<file path="config.mk">
export PLATFORM = sky130hd
export DESIGN_NAME = ds3e3_maint_tx
export DESIGN_NICKNAME = d
export VERILOG_FILES = /design/src/rtl/ds3e3_tx_pkg.sv /design/src/rtl/ds3e3_frame_ctr.sv /design/src/rtl/ds3e3_ds3_gen.sv /design/src/rtl/ds3e3_e3_gen.sv /design/src/rtl/ds3e3_parity.sv /design/src/rtl/ds3e3_maint_tx.sv
export SDC_FILE = /design/constraint.sdc
export NUM_CORES = 1
export LEC_CHECK = 0
export ABC_AREA = 1
export ABC_CLOCK_PERIOD_IN_PS = 2300
export BUFFER_PORTS_ARGS = -buffer_cell sky130_fd_sc_hd__buf_2
export CAP_MARGIN = 20
export CORE_MARGIN = 2
export CORE_UTILIZATION = 60
export DETAILED_ROUTE_END_ITERATION = 10
export PLACE_DENSITY = 0.79
export SLEW_MARGIN = 20
export SYNTH_ARGS = -nofsm -noshare
export SYNTH_HDL_FRONTEND = slang
export SYNTH_HIERARCHICAL = 1
export SYNTH_SLANG_ARGS = --single-unit
</file>
<file path="constraint.sdc">
create_clock -name clk -period 2.3 [get_ports clk]
set_input_delay 0.69 -clock clk [delete_from_list [all_inputs] [get_ports clk]]
set_output_delay 0.69 -clock clk [all_outputs]
set_load 0.02 [all_outputs]
</file>
<file path="src/rtl/ds3e3_tx_pkg.sv">
package ds3e3_tx_pkg;
  typedef enum logic {
    LM_DS3 = 1'b0,
    LM_E3  = 1'b1
  } line_mode_e;

  typedef enum logic [1:0] {
    NS_ONE  = 2'b00,
    NS_HDLC = 2'b01,
    NS_FEAC = 2'b10,
    NS_ZERO = 2'b11
  } nat_sel_e;

  // E3 alignment word, most significant bit leaves first
  localparam int          E3_ALIGN_BITS = 10;
  localparam logic [9:0]  E3_ALIGN      = 10'b1111010000;
  localparam int          E3_RAI_POS    = 10;
  localparam int          E3_NAT_POS    = 11;
endpackage

</file>
<file path="src/rtl/ds3e3_frame_ctr.sv">
module ds3e3_frame_ctr
  import ds3e3_tx_pkg::*;
#(
  parameter int PAY_BITS  = 84,
  parameter int BLOCKS    = 8,
  parameter int SUBFRAMES = 7,
  parameter int E3_BITS   = 1536,
  parameter int BW        = 7,
  parameter int KW        = 3,
  parameter int SW        = 3,
  parameter int EW        = 11
) (
  input  logic          clk,
  input  logic          rst_n,
  input  logic          mode_in,
  output logic [BW-1:0] bit_idx,
  output logic [KW-1:0] blk,
  output logic [SW-1:0] sf,
  output logic [EW-1:0] e3_pos,
  output line_mode_e    mode_q,
  output logic          wrap,
  output logic          at_start
);
  localparam logic [BW-1:0] BIT_MAX = BW'(PAY_BITS);
  localparam logic [KW-1:0] BLK_MAX = KW'(BLOCKS - 1);
  localparam logic [SW-1:0] SF_MAX  = SW'(SUBFRAMES - 1);
  localparam logic [EW-1:0] E3_MAX  = EW'(E3_BITS - 1);

  logic ds3_last, e3_last;

  assign ds3_last = (bit_idx == BIT_MAX) && (blk == BLK_MAX) && (sf == SF_MAX);
  assign e3_last  = (e3_pos == E3_MAX);
  assign wrap     = (mode_q == LM_E3) ? e3_last : ds3_last;
  assign at_start = (bit_idx == '0) && (blk == '0) && (sf == '0) && (e3_pos == '0);

  always_ff @(posedge clk) begin
    if (!rst_n) begin
      bit_idx <= '0;
      blk     <= '0;
      sf      <= '0;
      e3_pos  <= '0;
      mode_q  <= LM_DS3;
    end else if (wrap) begin
      bit_idx <= '0;
      blk     <= '0;
      sf      <= '0;
      e3_pos  <= '0;
      mode_q  <= line_mode_e'(mode_in);
    end else if (mode_q == LM_E3) begin
      e3_pos <= e3_pos + 1'b1;
    end else if (bit_idx == BIT_MAX) begin
      bit_idx <= '0;
      if (blk == BLK_MAX) begin
        blk <= '0;
        sf  <= sf + 1'b1;
      end else begin
        blk <= blk + 1'b1;
      end
    end else begin
      bit_idx <= bit_idx + 1'b1;
    end
  end


  restart_after_wrap_chk: assert property (@(posedge clk) disable iff (!rst_n)
    wrap |=> at_start);


  mode_only_at_boundary_chk: assert property (@(posedge clk) disable iff (!rst_n)
    !wrap |=> $stable(mode_q));
endmodule

</file>
<file path="src/rtl/ds3e3_ds3_gen.sv">
module ds3e3_ds3_gen #(
  parameter int BLOCKS = 8,
  parameter int BW     = 7,
  parameter int KW     = 3,
  parameter int SW     = 3
) (
  input  logic [BW-1:0] bit_idx,
  input  logic [KW-1:0] blk,
  input  logic [SW-1:0] sf,
  input  logic          ais,
  input  logic          rai,
  input  logic          idle,
  input  logic          cbit_on,
  input  logic          par,
  input  logic          feac,
  input  logic          hdlc,
  input  logic          pl_bit,
  output logic          out_bit,
  output logic          pay_pos,
  output logic          take_pl,
  output logic          x_pos
);
  localparam logic [KW-1:0] BLK_LAST = KW'(BLOCKS - 1);

  logic [1:0]    phase;
  logic [KW-2:0] cnum;
  logic          x_val, f_val, c_val, m_val;

  assign pay_pos = (bit_idx != '0);
  assign phase   = bit_idx[1:0] - 2'd1;
  assign take_pl = pay_pos && !ais && !idle;
  assign x_pos   = !pay_pos && (blk == '0) && (sf < SW'(2));
  assign x_val   = (ais || idle) ? 1'b1 : !rai;
  assign f_val   = (blk == KW'(1)) || (blk == BLK_LAST);
  assign cnum    = blk[KW-1:1] - 1'b1;

  always_comb begin
    if (sf == SW'(5)) m_val = 1'b1;
    else              m_val = 1'b0;
  end

  always_comb begin
    c_val = 1'b1;
    if (ais || !cbit_on) begin
      c_val = 1'b0;
    end else if (idle && (sf == SW'(2))) begin
      c_val = 1'b0;
    end else if (sf == SW'(0)) begin
      c_val = (cnum == (KW-1)'(2)) ? feac : 1'b1;
    end else if (sf == SW'(2)) begin
      c_val = par;
    end else if (sf == SW'(4)) begin
      c_val = hdlc;
    end
  end

  always_comb begin
    if (pay_pos) begin
      if (ais)       out_bit = !phase[0];
      else if (idle) out_bit = !phase[1];
      else           out_bit = pl_bit;
    end else if (blk == '0) begin
      if (sf < SW'(2))      out_bit = x_val;
      else if (sf < SW'(4)) out_bit = par;
      else                  out_bit = m_val;
    end else if (blk[0]) begin
      out_bit = f_val;
    end else begin
      out_bit = c_val;
    end
  end
endmodule

</file>
<file path="src/rtl/ds3e3_e3_gen.sv">
module ds3e3_e3_gen
  import ds3e3_tx_pkg::*;
#(
  parameter int EW = 11
) (
  input  logic [EW-1:0] e3_pos,
  input  logic          ais,
  input  logic          rai,
  input  logic [1:0]    nat_sel,
  input  logic          feac,
  input  logic          hdlc,
  input  logic          pl_bit,
  output logic          out_bit,
  output logic          take_pl
);
  logic nat_val;
  logic [3:0] align_idx;

  assign align_idx = 4'(E3_ALIGN_BITS - 1) - e3_pos[3:0];

  always_comb begin
    case (nat_sel_e'(nat_sel))
      NS_ONE:  nat_val = 1'b1;
      NS_HDLC: nat_val = hdlc;
      NS_FEAC: nat_val = feac;
      default: nat_val = 1'b0;
    endcase
  end

  always_comb begin
    take_pl = 1'b0;
    if (ais) begin
      out_bit = 1'b1;
    end else if (e3_pos < EW'(E3_ALIGN_BITS)) begin
      out_bit = E3_ALIGN[align_idx];
    end else if (e3_pos == EW'(E3_RAI_POS)) begin
      out_bit = rai;
    end else if (e3_pos == EW'(E3_NAT_POS)) begin
      out_bit = nat_val;
    end else begin
      out_bit = pl_bit;
      take_pl = 1'b1;
    end
  end
endmodule

</file>
<file path="src/rtl/ds3e3_parity.sv">
module ds3e3_parity (
  input  logic clk,
  input  logic rst_n,
  input  logic count_en,
  input  logic line_bit,
  input  logic wrap,
  output logic p_hold
);
  logic acc;

  always_ff @(posedge clk) begin
    if (!rst_n) begin
      acc    <= 1'b0;
      p_hold <= 1'b0;
    end else if (wrap) begin
      p_hold <= acc ^ (count_en & line_bit);
      acc    <= 1'b0;
    end else if (count_en) begin
      acc <= acc ^ line_bit;
    end
  end


  parity_held_chk: assert property (@(posedge clk) disable iff (!rst_n)
    !wrap |=> $stable(p_hold));
endmodule

</file>
<file path="src/rtl/ds3e3_maint_tx.sv">
module ds3e3_maint_tx
  import ds3e3_tx_pkg::*;
#(
  parameter int DS3_PAY_BITS  = 84,
  parameter int DS3_BLOCKS    = 8,
  parameter int DS3_SUBFRAMES = 7,
  parameter int E3_FRAME_BITS = 1536
) (
  input  logic       clk,
  input  logic       rst_n,
  input  logic       mode_sel,
  input  logic       ais_en,
  input  logic       rai_en,
  input  logic       idle_en,
  input  logic       cbit_en,
  input  logic [1:0] nat_sel,
  input  logic       hdlc_bit,
  input  logic       feac_bit,
  input  logic       pl_bit,
  output logic       pl_req,
  output logic       tx_bit,
  output logic       tx_sof
);
  localparam int BW = $clog2(DS3_PAY_BITS + 1);
  localparam int KW = $clog2(DS3_BLOCKS);
  localparam int SW = $clog2(DS3_SUBFRAMES);
  localparam int EW = $clog2(E3_FRAME_BITS);

  logic [BW-1:0] bit_idx;
  logic [KW-1:0] blk;
  logic [SW-1:0] sf;
  logic [EW-1:0] e3_pos;
  line_mode_e    mode_q;
  logic          wrap, at_start;
  logic          ds3_bit, ds3_pay, ds3_take, x_pos;
  logic          e3_bit, e3_take;
  logic          p_hold, next_bit, is_ds3;

  ds3e3_frame_ctr #(
    .PAY_BITS(DS3_PAY_BITS), .BLOCKS(DS3_BLOCKS), .SUBFRAMES(DS3_SUBFRAMES),
    .E3_BITS(E3_FRAME_BITS), .BW(BW), .KW(KW), .SW(SW), .EW(EW)
  ) u_ctr (
    .clk(clk), .rst_n(rst_n), .mode_in(mode_sel),
    .bit_idx(bit_idx), .blk(blk), .sf(sf), .e3_pos(e3_pos),
    .mode_q(mode_q), .wrap(wrap), .at_start(at_start)
  );

  ds3e3_ds3_gen #(.BLOCKS(DS3_BLOCKS), .BW(BW), .KW(KW), .SW(SW)) u_ds3 (
    .bit_idx(bit_idx), .blk(blk), .sf(sf),
    .ais(ais_en), .rai(rai_en), .idle(idle_en), .cbit_on(cbit_en),
    .par(p_hold), .feac(feac_bit), .hdlc(hdlc_bit), .pl_bit(pl_bit),
    .out_bit(ds3_bit), .pay_pos(ds3_pay), .take_pl(ds3_take), .x_pos(x_pos)
  );

  ds3e3_e3_gen #(.EW(EW)) u_e3 (
    .e3_pos(e3_pos), .ais(ais_en), .rai(rai_en), .nat_sel(nat_sel),
    .feac(feac_bit), .hdlc(hdlc_bit), .pl_bit(pl_bit),
    .out_bit(e3_bit), .take_pl(e3_take)
  );

  assign is_ds3   = (mode_q == LM_DS3);
  assign next_bit = is_ds3 ? ds3_bit : e3_bit;
  assign pl_req   = is_ds3 ? ds3_take : e3_take;

  ds3e3_parity u_par (
    .clk(clk), .rst_n(rst_n), .count_en(is_ds3 && ds3_pay),
    .line_bit(next_bit), .wrap(wrap), .p_hold(p_hold)
  );

  always_ff @(posedge clk) begin
    if (!rst_n) begin
      tx_bit <= 1'b0;
      tx_sof <= 1'b0;
    end else begin
      tx_bit <= next_bit;
      tx_sof <= at_start;
    end
  end


  sof_after_wrap_chk: assert property (@(posedge clk) disable iff (!rst_n)
    wrap |=> ##1 tx_sof);


  no_req_under_ais_chk: assert property (@(posedge clk) disable iff (!rst_n)
    pl_req |-> !ais_en);


  e3_ais_ones_chk: assert property (@(posedge clk) disable iff (!rst_n)
    (!is_ds3 && ais_en) |=> tx_bit);


  x_cleared_by_rai_chk: assert property (@(posedge clk) disable iff (!rst_n)
    (is_ds3 && x_pos && rai_en && !ais_en && !idle_en) |=> !tx_bit);
endmodule

</file>
[After elaboration in Yosys (flattened, before gate mapping)]
Memories as Yosys holds them, arrays and structs flattened.
Index checks and enable logic that the tools add are counted.
Storage, ports and cells
  bits in registers: 29
  ROM bits: 16
  word-level logic and storage cells: 96
  memories kept: 1
Operators by class
  add/sub/neg operators: 7
  order comparisons: 4
  equality and inequality tests: 13
  mux-type cells: 30
  bitwise logic cells: 5
  reduce and logical (&&, ||, !) cells: 27
Memories
  (no name shown): depth 16, bits a word 1, read ports 1, clocked after Yosys merged registers in 0, wr ports 0, RTL line ds3e3_e3_gen.sv:35  | out_bit = E3_ALIGN[align_idx];
Operators by type and width (number)
  $mux W1: 27
  $eq A11 B4 Y1 const B: 2
  $eq A3 B3 Y1 const B: 4
  $add A11 B1 Y11 const B: 1
  $eq A11 B11 Y1 const B: 1
  $logic_not A11 Y1: 1
  $lt A11 B4 Y1 const B: 1
  $logic_and A1 B1 Y1: 9
  $add A7 B1 Y7 const B: 1
  $eq A7 B7 Y1 const B: 1
  $logic_not A7 Y1: 1
  $mux W7: 1
  $reduce_bool A7 Y1: 1
  $add A3 B1 Y3 const B: 2
  $logic_not A1 Y1: 6
  $logic_not A3 Y1: 2
  $lt A4 B5 Y1 const B: 1
  $eq A2 B2 Y1 const B: 2
  $sub A2 B1 Y2 const B: 2
  $sub A4 B4 Y4 const A: 1
  $eq A3 B1 Y1 const B: 1
  $eq A3 B2 Y1 const B: 1
  $logic_or A1 B1 Y1: 3
  $lt A3 B2 Y1 const B: 1
  other kinds (11): 13

[Logic depth before layout (Yosys ltp)]
  depth in word-level cells: 12
  depth in mapped cells: 18
  depth with buffers taken out: 18

[Hierarchy]
Netlist, hierarchy kept.
By module, submodules not included
  ds3e3_frame_ctr: times used 1, cells an instance 165, area an instance 1332.5 um2, sequential area each 500.5 um2
  ds3e3_e3_gen: times used 1, cells an instance 50, area an instance 244.0 um2, sequential area each 0.0 um2
  ds3e3_ds3_gen: times used 1, cells an instance 51, area an instance 224.0 um2, sequential area each 0.0 um2
  ds3e3_maint_tx: times used 1, cells an instance 18, area an instance 107.6 um2, sequential area each 40.0 um2
  ds3e3_parity: times used 1, cells an instance 13, area an instance 87.6 um2, sequential area each 40.0 um2

[Worst setup path after synthesis]
No wires, ideal clock.
  kind: register to output
  start point: register u_ctr.e3_pos[2]
  end point: output pl_req
  arrival: 1.233 ns
  data required time: 1.610 ns
  setup slack: 0.377 ns
  cell stages (with the launch flop): 7
  path through: dfxtp_1 > inv_1 > ha_1 > o21ai_2 > and3_1 > nand2_1 > nand2_1
On the way
  cells in the longest elaborated chain, start to end: 6
  elaborated cells on any way between the ends: 8
Ends and longest elaborated chain
  from (decl): RTL line ds3e3_frame_ctr.sv:19  | output logic [EW-1:0] e3_pos,
  from (signal assigned): RTL line ds3e3_frame_ctr.sv:50  | e3_pos <= e3_pos + 1'b1;
  parallel branches: the longest is 3 deep, another holds $lt A11 B4 Y1
  $mux W1 (*): RTL line ds3e3_e3_gen.sv:34  | end else if (e3_pos < EW'(E3_ALIGN_BITS)) begin
  $mux W1 (*): RTL line ds3e3_e3_gen.sv:32  | if (ais) begin
  named net e3_take: RTL line ds3e3_maint_tx.sv:36  | logic e3_bit, e3_take;
  $mux W1 (*): RTL line ds3e3_maint_tx.sv:63  | assign pl_req = is_ds3 ? ds3_take : e3_take;
  to (decl): RTL line ds3e3_maint_tx.sv:20  | output logic pl_req,
Mark *: on every way through the listed nets, which the timed path passes.

[Final worst setup path]
  start point: register u_ctr.e3_pos[1]
  end point: output pl_req
Same word-level chain as after synthesis.

==> results.md <==
- Vias per std cell: 5.189
- Slew Limit Fails: 0
- Clock share of power: 0.334
- Placer congestion estimate: 0.8183
- CP startpoint kind: register
- Critical Path End Type: output port
- Avg Inst Size Synth: 6.740 um2
- First-pass GRT wire length: 7003 um
- Number of buffers inserted by hold repair at cts: 0
- Critical Path RT: 1.61 ns
- Net Sw Frac: 0.2653
- P_leak: 0.001051 uW
- DIE AREA: 3790 um2
- Area after DPL: 2112 um2
- CTS Buf Count: 5
- Max FO, Critical Path: 8
- CP arrival: 1.56 ns
- Port bufs: 14
- Vias in the first global route: 1593
- DRT iter0 DRCs: 115
- Internal: 701.4 uW
- Status: completed
- Proportion of layout cells with a drive suffix above 1: 0.2209
- Period minus WS final: 2.247 ns
- Rel. slew slack: 0.7419
- Comb power frac: 0.127
- H-tree Lvls: 2
- Final wirelength: 4503 um
- DR WL/cell: 12.17 um
- Hold Path Class: register to register
- Critical path type: register to output port
- # IOs: 15
- Tcrit/Tclk final: 0.9771
- Synth Warn #: 6
- Effective utilization at floorplan: 0.6407
- ANT cells: 0
- Initial DRT Pass Iterations: 4
- Sum Neg Setup Slack: 0 ns
- Post-DP HPWL: 3113 um
- Die X: 61.57 um
- GRT overflow: 0
- Worst-skew pair later-pin latency: 0.33 ns
- Total number of vias: 1920
- Final setup fails: 0
- Worst Tran Pin Value: 0.3866 ns
- Max Fclk: 0.4450 GHz
- Synth-to-layout area growth: 17.18%
- Root buffer cell: clkbuf_4
- Core area: 3103 um2
- Peak supply drop: 0.3083 mV
- Reg2Reg Setup Slack: 0.56 ns
- CTS sink cnt: 29
- Synth Instances: 295
- NetSw: 253.3 uW
- Hold Fails Final Rpt: 0
- Layout Skew: 0.006280 ns
- Initial antenna violation count: 0
- MaxCap Viol Count: 0
- Die span in y: 61.57 um
- CTS tree: done
- Nets: 351
- Clk buf depth: 2
- Synthesized area: 1988 um2
- Syn Nets: 320
- Total GRT Usage: 0.2535
- Post-route cell area: 2330 um2
- Sequential share of power: 0.538
- # DRC: 0
- Std cell rows: 20
- Power per Cell Area: 409.8 nW/um2
- Routed Antenna Nets: 0
- Clock transition at path regs: 0.09 ns
- Largest net degree at the start of global routing: 20
layout by cell type (no fill, tap or decap), types with 2 or more instances in the layout:
cell       n
nand3_1   23
inv_1     47
a21oi_1   16
ha_1      11
nand3b_1   3
nand3_2    3
nor2_1    34
nor2_2     3
dfxtp_2    6
nor3_2     2
dfxtp_1   16
dfxtp_4    7
buf_2     13
nor4_1     4
nand2_1   69
nand2_2    4
buf_4     12
xor2_1    11
nand4_1    8
nor2_4     6
clkbuf_4   5
xnor2_1    3
nor3_1     3
cell type report:
| cell class | count | area (um2) |
|---|---|---|
| well taps | 44 | 55.05 |
| repair buffers | 26 | 166.4 |
| fillers | 278 | 773.2 |
| inverters | 50 | 190.2 |
| flip-flops and latches | 29 | 614.3 |
| multi-input cells | 214 | 1249 |
| clock buffers | 7 | 55.05 |
timing repair:
item	CTS	global route
endpoints found under the hold margin	0	0
pin swaps	1	8
buffers inserted	1	9
resized for setup	7	27
endpoints found under the setup margin	1	1
power by group through the flow:
| stage | Combinational (uW) | Sequential (uW) | Clock, uW |
|---|---|---|---|
| after detailed placement | 106 | 533 | 0 |
| final | 121 | 514 | 319 |
| after global routing | 137 | 515 | 340 |
| after CTS | 108 | 521 | 328 |
| after global placement | 105 | 533 | 0 |
| after floorplan | 70.5 | 537 | 0 |
sequential cells by signal, summed over array words and instances (netlist names):
register       count
u_ctr/e3_pos      11
u_ctr/bit_idx      7
u_ctr/blk          3
u_ctr/sf           3
tx_bit             1
tx_sof             1
u_ctr/mode_q       1
u_par/acc          1
u_par/p_hold       1
stage by stage:
step	instances	total power (uW)	util	hold WS (ns)	setup WS [ns]
after detailed placement	353	639.2	0.6806	0.5210	0.2162
final	370	954.7	0.7508	0.5224	0.05257
after global routing	370	993.1	0.7508	0.5350	-0.04393
after floorplan	295	607.1	-	0.4761	0.3770
after global placement	353	638.1	0.6806	0.5064	0.2551
after CTS	361	956.3	0.7048	0.5104	0.0009051
worst max-delay path, stage by stage (launching register included):
cell     delay (ns)
dfxtp_4        0.40
inv_1          0.06
ha_2           0.20
o21ai_2        0.15
and3_1         0.17
nand2_1        0.05
nand2_1        0.09
buf_6          0.11
routing by layer:
metal	part of all wire	up-vias	track usage
met5	0	-	0
met3	0.042	7	0.04412
met1	0.49	879	0.3557
met2	0.45	40	0.3820
li1	-	994	-
met4	0.019	0	0.1094
final timing paths:
check	start	endpoint	depth (start not counted)
hold reg to reg	u_ctr/bit_idx[1]	u_ctr/bit_idx[1]	2
setup reg to reg	u_ctr/bit_idx[0]	u_ctr/sf[0]	10
setup / recovery	u_ctr/e3_pos[1]	pl_req	7
hold / removal	u_ctr/bit_idx[1]	u_ctr/bit_idx[1]	2
Power figures use the tool's default switching activity.
